$ cat config.mk
export PLATFORM = sky130hd
export DESIGN_NAME = sdma_page_ctrl
export DESIGN_NICKNAME = d
export VERILOG_FILES = /design/src/rtl/sdma_pkg.sv /design/src/rtl/sdma_bus_decode.sv /design/src/rtl/sdma_engine.sv /design/src/rtl/sdma_page_ctrl.sv
export SDC_FILE = /design/constraint.sdc
export NUM_CORES = 1
export LEC_CHECK = 0
export BUFFER_PORTS_ARGS = -buffer_cell sky130_fd_sc_hd__buf_2
export CORE_MARGIN = 1
export CORE_UTILIZATION = 30
export CTS_CLUSTER_DIAMETER = 200
export DETAILED_ROUTE_END_ITERATION = 7
export GPL_TIMING_DRIVEN = 0
export SLEW_MARGIN = 20
export SYNTH_ARGS = -nofsm -noshare
export SYNTH_HDL_FRONTEND = slang
export SYNTH_SLANG_ARGS = --single-unit
$ cat constraint.sdc
create_clock -name clk -period 6.1 [get_ports clk]
set_input_delay 0.61 -clock clk [delete_from_list [all_inputs] [get_ports clk]]
set_output_delay 0.61 -clock clk [all_outputs]
set_load 0.01 [all_outputs]
$ cat src/rtl/sdma_pkg.sv
package sdma_pkg;
  localparam int PA_W  = 34;
  localparam int REG_W = 32;

  localparam int SLOT_CTRL = 0;
  localparam int SLOT_TXP  = 1;
  localparam int SLOT_RXP  = 2;
  localparam int SLOT_ISR  = 3;
  localparam int SLOT_IMR  = 4;
  localparam int N_SLOTS   = 5;

  localparam int CTRL_TX   = 0;
  localparam int CTRL_RX   = 1;
  localparam int ST_TXEND  = 0;
  localparam int ST_RXHALF = 1;

  typedef enum logic [1:0] {ENG_IDLE, ENG_TX, ENG_RX} eng_st_e;

  // rotated pointer form: high five address bits live in the low register bits
  function automatic logic [PA_W-1:0] ptr_decode(input logic [REG_W-1:0] r);
    return {r[4:0], r[31:5], 2'b00};
  endfunction

  function automatic logic [REG_W-1:0] ptr_encode(input logic [PA_W-1:0] a);
    return {a[28:2], a[33:29]};
  endfunction
endpackage

$ cat src/rtl/sdma_bus_decode.sv
module sdma_bus_decode #(
  parameter int ADDR_W  = 8,
  parameter int N_SLOTS = 5
) (
  input  logic [ADDR_W-1:0]  bus_addr,
  input  logic               bus_we,
  output logic [N_SLOTS-1:0] rd_hit,
  output logic [N_SLOTS-1:0] wr_hit
);
  localparam int SLOT_W = ADDR_W - 4;

  logic              aligned;
  logic [SLOT_W-1:0] slot;

  assign aligned = (bus_addr[3:0] == 4'h0);
  assign slot    = bus_addr[ADDR_W-1:4];

  for (genvar i = 0; i < N_SLOTS; i++) begin : g_slot
    assign rd_hit[i] = aligned && (slot == SLOT_W'(i));
    assign wr_hit[i] = rd_hit[i] && bus_we;
  end
endmodule

$ cat src/rtl/sdma_engine.sv
module sdma_engine
  import sdma_pkg::*;
#(
  parameter int PAGE_BITS = 12
) (
  input  logic                 clk,
  input  logic                 rst_n,
  input  logic                 start,
  input  logic                 start_tx,
  input  logic                 start_rx,
  input  logic [PA_W-1:0]      tx_base,
  input  logic [PA_W-1:0]      rx_base,
  output logic                 mem_valid,
  input  logic                 mem_ready,
  input  logic                 mem_last,
  output logic [PA_W-1:0]      mem_addr,
  output logic                 mem_is_rx,
  output logic                 tx_done,
  output logic                 rx_done,
  output logic [PAGE_BITS:0]   rx_bytes,
  output logic                 busy
);
  localparam int WCNT_W     = PAGE_BITS - 1;
  localparam int PAGE_WORDS = 1 << (PAGE_BITS - 2);

  eng_st_e           st_q, st_d;
  logic [PA_W-1:0]   cur_q, cur_d;
  logic [WCNT_W-1:0] left_q, left_d;
  logic [WCNT_W-1:0] moved_q, moved_d;
  logic              pend_q, pend_d;
  logic              hs, eng_en;

  function automatic logic [WCNT_W-1:0] words_to_end(input logic [PA_W-1:0] a);
    return WCNT_W'(PAGE_WORDS) - {1'b0, a[PAGE_BITS-1:2]};
  endfunction

  assign busy      = (st_q != ENG_IDLE);
  assign mem_valid = busy;
  assign mem_addr  = cur_q;
  assign mem_is_rx = (st_q == ENG_RX);
  assign hs        = mem_valid && mem_ready;
  assign rx_bytes  = {moved_q + WCNT_W'(1), 2'b00};
  assign eng_en    = busy || start;

  always_comb begin
    st_d    = st_q;
    cur_d   = cur_q;
    left_d  = left_q;
    moved_d = moved_q;
    pend_d  = pend_q;
    tx_done = 1'b0;
    rx_done = 1'b0;
    unique case (st_q)
      ENG_IDLE: begin
        if (start) begin
          moved_d = '0;
          pend_d  = start_rx;
          if (start_tx) begin
            st_d   = ENG_TX;
            cur_d  = tx_base;
            left_d = words_to_end(tx_base);
          end else if (start_rx) begin
            st_d   = ENG_RX;
            cur_d  = rx_base;
            left_d = words_to_end(rx_base);
            pend_d = 1'b0;
          end
        end
      end
      ENG_TX: begin
        if (hs) begin
          cur_d  = cur_q + PA_W'(4);
          left_d = left_q - WCNT_W'(1);
          if (left_q == WCNT_W'(1)) begin
            tx_done = 1'b1;
            if (pend_q) begin
              st_d    = ENG_RX;
              cur_d   = rx_base;
              left_d  = words_to_end(rx_base);
              moved_d = '0;
              pend_d  = 1'b0;
            end else begin
              st_d = ENG_IDLE;
            end
          end
        end
      end
      ENG_RX: begin
        if (hs) begin
          cur_d   = cur_q + PA_W'(4);
          left_d  = left_q - WCNT_W'(1);
          moved_d = moved_q + WCNT_W'(1);
          if ((left_q == WCNT_W'(1)) || mem_last) begin
            rx_done = 1'b1;
            st_d    = ENG_IDLE;
          end
        end
      end
      default: st_d = ENG_IDLE;
    endcase
  end

  always_ff @(posedge clk or negedge rst_n) begin
    if (!rst_n) begin
      st_q    <= ENG_IDLE;
      cur_q   <= '0;
      left_q  <= '0;
      moved_q <= '0;
      pend_q  <= 1'b0;
    end else if (eng_en) begin
      st_q    <= st_d;
      cur_q   <= cur_d;
      left_q  <= left_d;
      moved_q <= moved_d;
      pend_q  <= pend_d;
    end
  end
endmodule

$ cat src/rtl/sdma_page_ctrl.sv
module sdma_page_ctrl
  import sdma_pkg::*;
#(
  parameter int ADDR_W    = 8,
  parameter int PAGE_BITS = 12
) (
  input  logic              clk,
  input  logic              rst_n,
  input  logic [ADDR_W-1:0] bus_addr,
  input  logic              bus_we,
  input  logic [31:0]       bus_wdata,
  output logic [31:0]       bus_rdata,
  input  logic              cfg_variant,
  output logic              mem_valid,
  input  logic              mem_ready,
  output logic [33:0]       mem_addr,
  output logic              mem_is_rx,
  input  logic              mem_last,
  output logic              irq
);
  logic [1:0]         rst_sync_q;
  logic               rst_int_n;
  logic [N_SLOTS-1:0] rd_hit, wr_hit;

  logic [1:0]       ctrl_q, ctrl_d;
  logic [REG_W-1:0] ptr_tx_q, ptr_tx_d, ptr_rx_q, ptr_rx_d;
  logic [1:0]       isr_q, isr_d;
  logic [REG_W-1:0] imr_q;
  logic             ctrl_en, ptx_en, prx_en, isr_en, imr_en;

  logic [PA_W-1:0]    tx_dec, rx_dec, tx_next, rx_next;
  logic               start, start_tx, start_rx;
  logic               tx_done, rx_done, busy;
  logic [PAGE_BITS:0] rx_bytes;

  // reset: asserted asynchronously, released on the clock
  always_ff @(posedge clk or negedge rst_n) begin
    if (!rst_n) rst_sync_q <= 2'b00;
    else        rst_sync_q <= {rst_sync_q[0], 1'b1};
  end
  assign rst_int_n = rst_sync_q[1];

  sdma_bus_decode #(.ADDR_W(ADDR_W), .N_SLOTS(N_SLOTS)) u_dec (
    .bus_addr (bus_addr),
    .bus_we   (bus_we),
    .rd_hit   (rd_hit),
    .wr_hit   (wr_hit)
  );

  assign tx_dec   = ptr_decode(ptr_tx_q);
  assign rx_dec   = ptr_decode(ptr_rx_q);
  assign start    = wr_hit[SLOT_CTRL] && !busy;
  assign start_tx = bus_wdata[CTRL_TX] && (tx_dec[PAGE_BITS-1:0] != '0);
  assign start_rx = bus_wdata[CTRL_RX];

  sdma_engine #(.PAGE_BITS(PAGE_BITS)) u_eng (
    .clk       (clk),
    .rst_n     (rst_int_n),
    .start     (start),
    .start_tx  (start_tx),
    .start_rx  (start_rx),
    .tx_base   (tx_dec),
    .rx_base   (rx_dec),
    .mem_valid (mem_valid),
    .mem_ready (mem_ready),
    .mem_last  (mem_last),
    .mem_addr  (mem_addr),
    .mem_is_rx (mem_is_rx),
    .tx_done   (tx_done),
    .rx_done   (rx_done),
    .rx_bytes  (rx_bytes),
    .busy      (busy)
  );

  assign tx_next = {tx_dec[PA_W-1:PAGE_BITS] + 1'b1, {PAGE_BITS{1'b0}}};
  assign rx_next = rx_dec + PA_W'(rx_bytes);

  assign ctrl_en = wr_hit[SLOT_CTRL] || tx_done;
  assign ptx_en  = wr_hit[SLOT_TXP] || tx_done;
  assign prx_en  = wr_hit[SLOT_RXP] || rx_done;
  assign isr_en  = wr_hit[SLOT_CTRL] || wr_hit[SLOT_ISR] || tx_done || rx_done;
  assign imr_en  = wr_hit[SLOT_IMR];

  always_comb begin
    ctrl_d   = ctrl_q;
    ptr_tx_d = ptr_tx_q;
    ptr_rx_d = ptr_rx_q;
    isr_d    = isr_q;
    if (wr_hit[SLOT_CTRL]) begin
      ctrl_d          = bus_wdata[1:0];
      isr_d[ST_TXEND] = 1'b0;
    end
    if (wr_hit[SLOT_TXP]) ptr_tx_d = bus_wdata;
    if (wr_hit[SLOT_RXP]) ptr_rx_d = bus_wdata;
    if (wr_hit[SLOT_ISR]) isr_d = isr_d & ~bus_wdata[1:0];
    if (tx_done) begin
      isr_d[ST_TXEND] = 1'b1;
      ctrl_d[CTRL_TX] = 1'b0;
      ptr_tx_d        = ptr_encode(tx_next);
    end
    if (rx_done) begin
      ptr_rx_d = ptr_encode(rx_next);
      if (rx_next[PAGE_BITS-1] != rx_dec[PAGE_BITS-1]) isr_d[ST_RXHALF] = 1'b1;
    end
  end

  always_ff @(posedge clk or negedge rst_int_n) begin
    if (!rst_int_n) begin
      ctrl_q   <= '0;
      ptr_tx_q <= '0;
      ptr_rx_q <= '0;
      isr_q    <= '0;
      imr_q    <= '0;
    end else begin
      if (ctrl_en) ctrl_q   <= ctrl_d;
      if (ptx_en)  ptr_tx_q <= ptr_tx_d;
      if (prx_en)  ptr_rx_q <= ptr_rx_d;
      if (isr_en)  isr_q    <= isr_d;
      if (imr_en)  imr_q    <= bus_wdata;
    end
  end

  assign irq = |(isr_q & imr_q[1:0]);

  always_comb begin
    bus_rdata = '0;
    if (rd_hit[SLOT_CTRL]) bus_rdata = {30'b0, ctrl_q};
    if (rd_hit[SLOT_TXP])  bus_rdata = ptr_tx_q;
    if (rd_hit[SLOT_RXP])  bus_rdata = ptr_rx_q;
    if (rd_hit[SLOT_ISR])  bus_rdata = {29'b0, cfg_variant, isr_q};
    if (rd_hit[SLOT_IMR])  bus_rdata = imr_q;
  end
endmodule

==> results of run 1 <==
-- cells by family (layout without fill, tap and decap cells) --
group	after synthesis	count (layout)	synth area share
buf+inv	148	294	0.0568
xor+xnor	37	37	0.0308
other cells	2	4	0.000684
flops	159	159	0.362
compound gates	392	392	0.264
mux	45	45	0.0449
simple gates	485	485	0.211
fa+ha+maj	26	26	0.0303
-- placed cells by master, fill, tap and decap left out, types with 9 or more instances in the layout --
cell type and instances:
a222oi_1 31, xnor2_1 25, clkbuf_1 56, nand4_1 16
and3_1 21, mux2i_1 11, nand3_1 47, or3_1 11
nor2_1 98, a21o_1 14, clkbuf_16 17, nor4_1 9
nand2_1 182, o22ai_1 11, a31oi_1 18, buf_2 129
and2_1 16, a32o_1 15, mux2_2 34, o211ai_1 14
o31ai_1 17, o21ai_0 60, a31o_2 9, inv_1 59
a22o_1 12, a21oi_1 59, ha_1 25, nor3_1 36
xor2_1 11, dfrtp_1 158, a211oi_1 32, a311oi_1 18
-- final timing paths --
| check | from | to | slack, ns | depth (start not counted) |
|---|---|---|---|---|
| max | bus_addr[4] | bus_rdata[29] | 2.22 | 9 |
| min | rst_sync_q[1] | ptr_rx_q[22] | 0.24 | 0 |
| max reg2reg | u_eng.moved_q[2] | ptr_rx_q[31] | 2.31 | 13 |
| min reg2reg | rst_sync_q[1] | ptr_rx_q[22] | 0.24 | 0 |
| max in group asynchronous | rst_sync_q[1] | ptr_tx_q[11] | 4.97 | 2 |
| min in group clk | rst_sync_q[0] | rst_sync_q[1] | 0.35 | 0 |
-- flip-flops by register name (all words and copies together) (netlist names) --
signal and flops:
ctrl_q 2, imr_q 32, isr_q 2, ptr_rx_q 32
ptr_tx_q 32, rst_sync_q 2, u_eng.left_q 11, u_eng.mem_addr 32
u_eng.moved_q 11, u_eng.pend_q 1, u_eng.st_q 2
-- power breakdown --
group	leakage [nW]	total (W)	internal (W)	switching (W)
clock	0.286	0.00112	0.000639	0.000482
combinational	3.29	0.00256	0.000952	0.00160
sequential	2.08	0.00167	0.00129	0.000379
total	5.66	0.00535	0.00288	0.00247
-- stage by stage --
step,util,hold WS (ns),total power (W)
4_1_cts,0.358,0.263,0.00532
3_3_place_gp,0.338,0.336,0.00415
6_report,0.358,0.243,0.00535
2_1_floorplan,-,0.314,0.00325
5_1_grt,0.358,0.273,0.00565
3_5_place_dp,0.341,0.255,0.00418
-- cell type report --
type | count | share of cell area
Antenna cell | 1 | 0.000195
Clock inverter | 11 | 0.0102
Sequential cell | 159 | 0.311
Inverter | 59 | 0.0173
Multi-Input combinational cell | 988 | 0.498
Clock buffer | 21 | 0.0367
Tap cell | 461 | 0.0450
Buffer | 89 | 0.0314
Timing Repair Buffer | 114 | 0.0502
-- routing by layer --
| layer | vias up | GRT usage |
|---|---|---|
| met3 | 77 | 0.0368 |
| li1 | 5126 | - |
| met4 | 0 | 0.0987 |
| met2 | 604 | 0.354 |
| met1 | 5438 | 0.316 |
| met5 | - | 0 |
==> results.py, run 1 <==
metrics = {
    "synth": {
        "synth_cells": 1294,
        "synthFlopType": "dfrtp_1",
        "ys_seq_elements": 159,
        "async_flop_share": 1.00,
        "synthTopCellsByCount": "nand2_1, dfrtp_1, nor2_1, o21ai_0",
        "synth_top_area_frac": 0.362,
        "syn-cell-area_um2": 11000,
        "synthDistinctLibCells": 80,
        "yosysWarnings": 0,
        "yosys.cell_count.top_type": "nand2_1",
        "yosys-top-cells-area": "dfrtp_1, nand2_1, mux2_2, nor2_1, ha_1",
        "yosysSeqAreaShare": 0.362,
        "synth_edf_count": 0,
        "synth_top_cell_by_area": "dfrtp_1",
        "syn_avg_cell_area_um2": 8.49,
    },
    "global_route": {
        "grt_antenna_before_repair": 1,
        "grt_pass1_vias": 10800,
        "grt_usage": 0.229,
        "grt-ovfl-total": 0,
        "grt_pass1_wl_um": 66000,
        "grt_max_degree": 53,
    },
    "pwr": {
        "power_density_nw_per_um2": 417,
        "ir_drop_mv": 0.244,
        "p_leak_nw": 5.66,
    },
    "run": {
        "cap_violations": 0,
    },
    "clocking": {
        "cts_buffer_depth": 2,
        "cts_max_level": 4,
        "cts_tree": "built",
        "cts_made_buffers": 17,
        "clkTransAtPathRegs_ns": 0.07,
        "clock-sinks": 159,
        "post_cts_resized": 0,
        "hold_buffers": 1,
        "cts_root_buffer": "clkbuf_16",
        "post_cts_buffers": 0,
        "clk_latency_ns": 0.45,
    },
    "placement": {
        "portBuffers": 110,
        "post_dp_cell_area_um2": 12200,
        "place_ws_ns": 2.32,
        "gp_congestion": 0.921,
        "place_inst": 1869,
        "hpwl_um": 33400,
    },
    "floorplan": {
        "die_y_um": 193,
        "fp-row-count": 69,
        "pin_count": 115,
        "fp.coreArea_um2": 35800,
        "dieWidth_um": 193,
        "start_util": 0.307,
        "dieArea_um2": 37400,
    },
    "worst_setup_path": {
        "crit_family": "buffers and inverters",
        "critPathMaxStageDelay_ns": 0.64,
        "critPathLaunchType": "primary input",
        "cp.required_ns": 5.49,
        "crit_fanout": 10,
        "endpoint_kind": "primary output",
        "crit_chain": "buf_2 -> clkbuf_1 -> nor2_1 -> nand2_1 -> nor3_1 -> clkbuf_1 -> a222oi_1 -> inv_1 -> buf_2",
        "arrival_ns": 3.27,
        "path_class": "primary input to primary output",
        "path_buf_inv": 5,
        "slowest_stage": "clkbuf_1",
    },
    "routing": {
        "avgRoutedWirePerCell_um": 22.6,
        "wl_um": 43000,
        "drc": 7,
        "met3_length_um": 3460,
        "viasPerCell": 5.91,
        "top_layer": "met4",
        "postRouteAntennaNets": 0,
        "wl_met2_um": 19100,
        "dr.first_iter.drc_count": 1499,
        "via_count": 11200,
        "m1WireLength_um": 19000,
        "firstDrtPassIters": 8,
    },
    "final_layout": {
        "nets": 1500,
        "drive_above_1_share": 0.167,
        "multi_input_area_um2": 6390,
        "ff_latch_area_um2": 3980,
        "area_growth_pct": 16.7,
        "fin_area_um2": 12800,
        "nFillCells": 3681,
        "fin_cells": 1903,
    },
    "sta": {
        "fmax_mhz": 258,
        "tightest_slew_ns": 0.969,
        "setup_ws_ns": 2.22,
        "finalSetupViolCount": 0,
        "rsz0062_at_grt": "no",
        "drv_slew": 0,
        "finalCriticalPeriod_ns": 3.88,
        "hold_viol_final": 0,
        "setup-tns-final_ns": 0,
        "relSlewSlack": 0.350,
        "clock_skew_ns": 0.0140,
        "timing.final.crit_share": 0.636,
    },
    "outcome": {
        "status": "complete, but fails checks",
        "violations": "DRC",
    },
    "worst_hold_path": {
        "hold_path_class": "flop to async pin",
    },
}
No activity file was read; power rests on OpenSTA's default activity.
==> inputs of run 2 (changes only) <==
==> constraint.sdc (replaced) <==
create_clock -name clk -period 3.5 [get_ports clk]
set_input_delay 0.35 -clock clk [delete_from_list [all_inputs] [get_ports clk]]
set_output_delay 0.35 -clock clk [all_outputs]
set_load 0.01 [all_outputs]
==> run 2 against run 1 <==
The run still ends with DRC left. Total power grew 76%. Register-to-register slack worse by 2.1 ns. Wire length is 0.40% higher. First-iteration DRC count is 14% lower. Clock-buffer cell count shrank 1. Clock skew barely moved. Combinational power grew 74%. Final area grew 0.40%. Via count up 0.66%. Final cell count increased by 0.11%. Setup slack worse by 2.1 ns.
==> results.py, run 2 (synthesized netlist as in run 1, its figures left out) <==
metrics = {
    "worst_setup_path": {
        "path_depth": 9,
        "crit_chain": "buf_2 -> or4_1 -> buf_2 -> or3_1 -> nor2_1 -> buf_2 -> a222oi_1 -> inv_1 -> buf_2",
        "critPathMaxStageDelay_ns": 0.66,
        "crit_fanout": 10,
        "crit_top_cell": "buf_2",
        "path_buf_inv": 5,
        "slowest_stage": "nor2_1",
        "endpoint_kind": "primary output",
        "crit_family": "simple AND/OR/NAND/NOR gates",
        "path_class": "primary input to primary output",
        "cp.required_ns": 3.15,
        "r2r_cells": 9,
        "arrival_ns": 3.01,
        "critPathLaunchType": "primary input",
    },
    "routing": {
        "avgRoutedWirePerCell_um": 22.6,
        "firstDrtPassIters": 8,
        "via_count": 11300,
        "viasPerCell": 5.94,
        "drc": 8,
        "wl_um": 43100,
        "dr.first_iter.drc_count": 1293,
        "postRouteAntennaNets": 0,
    },
    "clocking": {
        "cts_root_buffer": "clkbuf_16",
        "cts_buffer_depth": 2,
        "cts_max_level": 4,
        "clkTransAtPathRegs_ns": 0.06,
        "cts_made_buffers": 17,
        "clock-sinks": 159,
        "clk_latency_ns": 0.45,
        "cts_tree": "built",
    },
    "floorplan": {
        "dieArea_um2": 37400,
        "fp.coreArea_um2": 35800,
        "start_util": 0.307,
        "pin_count": 115,
        "die_y_um": 193,
        "fp-row-count": 69,
        "dieWidth_um": 193,
    },
    "sta": {
        "finalCriticalPeriod_ns": 3.36,
        "drv_slew": 0,
        "hold_viol_final": 0,
        "clock_skew_ns": 0.0137,
        "fmax_mhz": 298,
        "finalSetupViolCount": 0,
        "rsz0062_at_grt": "no",
        "whs_ns": 0.173,
        "timing.final.crit_share": 0.959,
        "relSlewSlack": 0.442,
        "tightest_slew_ns": 0.831,
    },
    "pwr": {
        "power_density_nw_per_um2": 730,
        "p_leak_nw": 5.68,
        "ir_drop_mv": 0.411,
        "finalPower_w": 0.00940,
    },
    "run": {
        "cap_violations": 0,
    },
    "placement": {
        "post_dp_cell_area_um2": 12200,
        "gp_congestion": 0.911,
        "hpwl_um": 33600,
        "portBuffers": 110,
        "place_inst": 1869,
    },
    "final_layout": {
        "ff_latch_area_um2": 3980,
        "area_growth_pct": 17.2,
        "fin_area_um2": 12900,
        "drive_above_1_share": 0.172,
        "layout_commonest_cell": "nand2_1",
        "final_cell_mix": "nand2_1, dfrtp_1, buf_2, nor2_1",
        "n_antenna_cell": 0,
        "fin_cells": 1905,
        "multi_input_area_um2": 6410,
        "nets": 1503,
        "nFillCells": 3716,
    },
    "global_route": {
        "grt-ovfl-total": 0,
        "grt_usage": 0.230,
        "grt_pass1_vias": 10700,
        "grt_max_degree": 55,
        "grt_antenna_before_repair": 1,
        "grt_pass1_wl_um": 66200,
    },
    "worst_hold_path": {
        "min_path_cells": 3,
        "hold_path_class": "primary input to flop",
    },
    "outcome": {
        "violations": "DRC",
        "status": "complete, but fails checks",
    },
}
==> run 2: cell count changes in the layout (fill, tap and decap cells not counted), sizes merged <==
cell      delta
diode        -1
clkbuf       -2
buf          +4
bufinv       +1
inv          -1
clkinvlp     +1
==> run 2: worst register-to-register path: cells and delay by family (launching register included) <==
family	cells	cell delay (ns)
AOI/OAI and AO/OA	3	0.61
adders and majority gates	1	0.51
buffers and inverters	4	1.50
DFF	1	0.42
and+or+nand+nor	1	0.20
==> run 2: timing repair <==
action,in CTS,in global routing
setup endpoints to repair,12,16
cloned,0,0
gates resized for setup,3,2
hold buffers,1,0
setup buffers,0,4
pin swaps,0,1
endpoints found under the hold margin,2,0
==> run 2: area by class of cell <==
class / instances / share of cell area
Buffer: 88 / 0.0310
Inverter: 59 / 0.0172
Clock inverter: 12 / 0.0124
Multi-Input combinational cell: 988 / 0.498
Tap cell: 461 / 0.0448
Sequential cell: 159 / 0.309
Timing Repair Buffer: 118 / 0.0517
Clock buffer: 20 / 0.0355
==> run 2: final timing paths <==
check	start	to	slack (ns)
max in group asynchronous	rst_sync_q[1]	u_eng.left_q[6]	2.36
hold / removal	bus_wdata[8]	ptr_tx_q[8]	0.17
setup / recovery	bus_addr[1]	bus_rdata[14]	0.14
hold reg to reg	rst_sync_q[1]	ptr_rx_q[19]	0.28
setup reg to reg	u_eng.st_q[0]	u_eng.left_q[10]	0.19
min in group asynchronous	rst_n	rst_sync_q[1]	0.21
==> run 2: routing by layer <==
| layer | vias up | track usage | part of all wire |
|---|---|---|---|
| met5 | - | 0 | 0 |
| met4 | 0 | 0.0927 | 0.033 |
| met3 | 98 | 0.0377 | 0.081 |
| met2 | 560 | 0.362 | 0.45 |
| met1 | 5515 | 0.313 | 0.44 |
| li1 | 5146 | - | - |
==> run 2: through the flow <==
stage	util	setup TNS [ns]	worst slack [ns]
floorplan	-	0	0.424
global placement	0.338	-48.07	-0.321
detailed placement	0.341	-0.843	-0.264
CTS	0.358	0	0.0213
global route	0.359	0	0.00361
finish	0.359	0	0.144
==> run 2: power by group <==
group / switching (W) / internal [W]
Clock: 0.000853 / 0.00116
Combinational: 0.00280 / 0.00166
Sequential: 0.000668 / 0.00225
Total: 0.00432 / 0.00507
==> inputs of run 3 (changes only) <==
--- a/config.mk
+++ b/config.mk
@@ -7,10 +7,11 @@
 export LEC_CHECK = 0
 export BUFFER_PORTS_ARGS = -buffer_cell sky130_fd_sc_hd__buf_2
 export CORE_MARGIN = 1
-export CORE_UTILIZATION = 30
+export CORE_UTILIZATION = 54
 export CTS_CLUSTER_DIAMETER = 200
 export DETAILED_ROUTE_END_ITERATION = 7
 export GPL_TIMING_DRIVEN = 0
+export PLACE_DENSITY = 0.77
 export SLEW_MARGIN = 20
 export SYNTH_ARGS = -nofsm -noshare
 export SYNTH_HDL_FRONTEND = slang
==> run 3 against run 2 <==
The run now ends clean. Via count rose by 1.9%. Non-clock buffer count decreased by 1. Die area decreased by 44%. Total power decreased by 2.3%. Final area down 2.2%. Critical path depth unchanged. Core utilization increased by 28 points. Combinational power shrank 2%. Clock power decreased by 6%. Global-route usage rose by 17 points. Flip-flop and latch count is the same.
==> results.py, run 3 (synthesized netlist as in run 1, its figures left out) <==
metrics = {
    "pwr": {
        "power_density_nw_per_um2": 730,
        "ir_drop_mv": 0.356,
        "p_leak_nw": 5.66,
    },
    "worst_setup_path": {
        "crit_top_cell": "buf_2",
        "critPathMaxStageDelay_ns": 0.75,
        "arrival_ns": 3.05,
        "critPathLaunchType": "primary input",
        "crit_chain": "buf_2 -> or4_1 -> buf_2 -> or3_1 -> nor2_1 -> buf_2 -> a222oi_1 -> inv_1 -> buf_2",
        "crit_fanout": 10,
        "endpoint_kind": "primary output",
        "path_class": "primary input to primary output",
        "slowest_stage": "nor2_1",
        "cp.required_ns": 3.15,
    },
    "routing": {
        "drc": 0,
        "dr.first_iter.drc_count": 1678,
        "firstDrtPassIters": 7,
        "viasPerCell": 6.75,
        "avgRoutedWirePerCell_um": 23.5,
        "postRouteAntennaNets": 0,
        "via_count": 11500,
        "wl_um": 40200,
    },
    "clocking": {
        "cts_tree": "built",
        "cts_root_buffer": "clkbuf_16",
        "cts_made_buffers": 17,
        "cts_buffer_depth": 2,
        "clk_latency_ns": 0.45,
        "clkTransAtPathRegs_ns": 0.07,
        "clock-sinks": 159,
        "cts_max_level": 4,
    },
    "sta": {
        "setup-tns-final_ns": 0,
        "rsz0062_at_grt": "no",
        "clock_skew_ns": 0.0135,
        "timing.final.crit_share": 0.973,
        "finalCriticalPeriod_ns": 3.40,
        "drv_slew": 0,
        "finalSetupViolCount": 0,
        "relSlewSlack": 0.307,
        "hold_viol_final": 0,
        "fmax_mhz": 294,
        "tightest_slew_ns": 1.03,
    },
    "placement": {
        "gp_congestion": 0.986,
        "hpwl_um": 30300,
        "portBuffers": 110,
        "place_inst": 1673,
    },
    "final_layout": {
        "nFillCells": 1719,
        "area_growth_pct": 14.6,
        "drive_above_1_share": 0.173,
        "fin_cells": 1708,
        "n_antenna_cell": 0,
        "final_cell_mix": "nand2_1, dfrtp_1, buf_2, nor2_1, inv_1",
        "nets": 1502,
        "layout_commonest_cell": "nand2_1",
    },
    "global_route": {
        "grtUsageMet2": 0.583,
        "grt_use_met3": 0.108,
        "grt.met1_usage": 0.552,
        "grt_antenna_before_repair": 0,
        "grt_max_degree": 52,
        "grt_pass1_wl_um": 61400,
        "grt_pass1_vias": 10600,
        "grt-ovfl-total": 0,
        "top_usage_layer": "met2",
        "grt_usage": 0.396,
    },
    "floorplan": {
        "dieArea_um2": 20900,
        "start_util": 0.557,
        "pin_count": 115,
        "die_y_um": 145,
        "fp-row-count": 51,
        "fp.coreArea_um2": 19700,
        "dieWidth_um": 145,
    },
    "worst_hold_path": {
        "hold_path_class": "primary input to flop",
    },
    "run": {
        "cap_violations": 0,
    },
    "outcome": {
        "status": "complete, no violations",
    },
}
-- run 3: changes by cell type in the layout (fill, tap and decap cells not counted), moves of 2 or more --
cell,change
clkinvlp_4,-2
a21oi_1,-2
bufinv_16,-2
inv_8,+2
clkbuf_8,-2
inv_6,+5
-- run 3: metal layers --
layer,share of wire,vias up
met5,0,-
met4,0.030,0
met3,0.13,105
met2,0.44,786
met1,0.41,5511
li1,-,5132
-- run 3: layout make-up --
cell class	instances	area, µm²	share of cell area
Timing Repair Buffer	117	658	0.0523
Buffer	88	400	0.0318
Multi-Input combinational cell	988	6420	0.510
Clock inverter	14	143	0.0113
Inverter	59	221	0.0176
Tap cell	265	332	0.0263
Sequential cell	159	3980	0.316
Clock buffer	18	429	0.0341
-- run 3: path summary, 6_finish.rpt --
| kind | from | endpoint | slack, ns | cells after the start |
|---|---|---|---|---|
| max | bus_addr[1] | bus_rdata[16] | 0.1 | 9 |
| min | bus_wdata[8] | ptr_tx_q[8] | 0.16 | 3 |
| max reg2reg | u_eng.moved_q[2] | ptr_rx_q[28] | 0.16 | 12 |
| min reg2reg | rst_sync_q[1] | ptr_tx_q[28] | 0.26 | 0 |
| max in group asynchronous | rst_sync_q[1] | u_eng.left_q[2] | 2.37 | 2 |
| min in group asynchronous | rst_n | rst_sync_q[1] | 0.21 | 2 |
-- run 3: timing repair --
item,4_1_cts,5_1_grt
resized for setup,4,9
cloned,0,0
setup endpoints to repair,15,23
hold buffers,1,0
pin swaps,0,1
endpoints found under the hold margin,2,0
setup buffers,0,3
-- run 3: critical path, delay by kind of cell --
family | cells | cell delay [ns]
buf+inv | 5 | 0.93
compound gates | 1 | 0.15
simple gates | 3 | 1.61
-- run 3: stage by stage --
stage	area [µm²]	setup slack, ns	utilization	hold WS, ns	total power, W
2_1_floorplan	11000	0.424	-	0.0544	0.00567
3_3_place_gp	11900	-0.249	0.602	0.135	0.00704
3_5_place_dp	12000	-0.303	0.606	0.137	0.00712
4_1_cts	12500	0.0254	0.636	0.156	0.00903
5_1_grt	12600	0.00139	0.638	0.167	0.00965
6_report	12600	0.0958	0.638	0.156	0.00919
-- run 3: power by group --
group / switching, W / total [W] / leakage, nW / internal, W
Clock: 0.000886 / 0.00189 / 0.277 / 0.00100
Combinational: 0.00272 / 0.00438 / 3.31 / 0.00166
Sequential: 0.000665 / 0.00292 / 2.08 / 0.00225
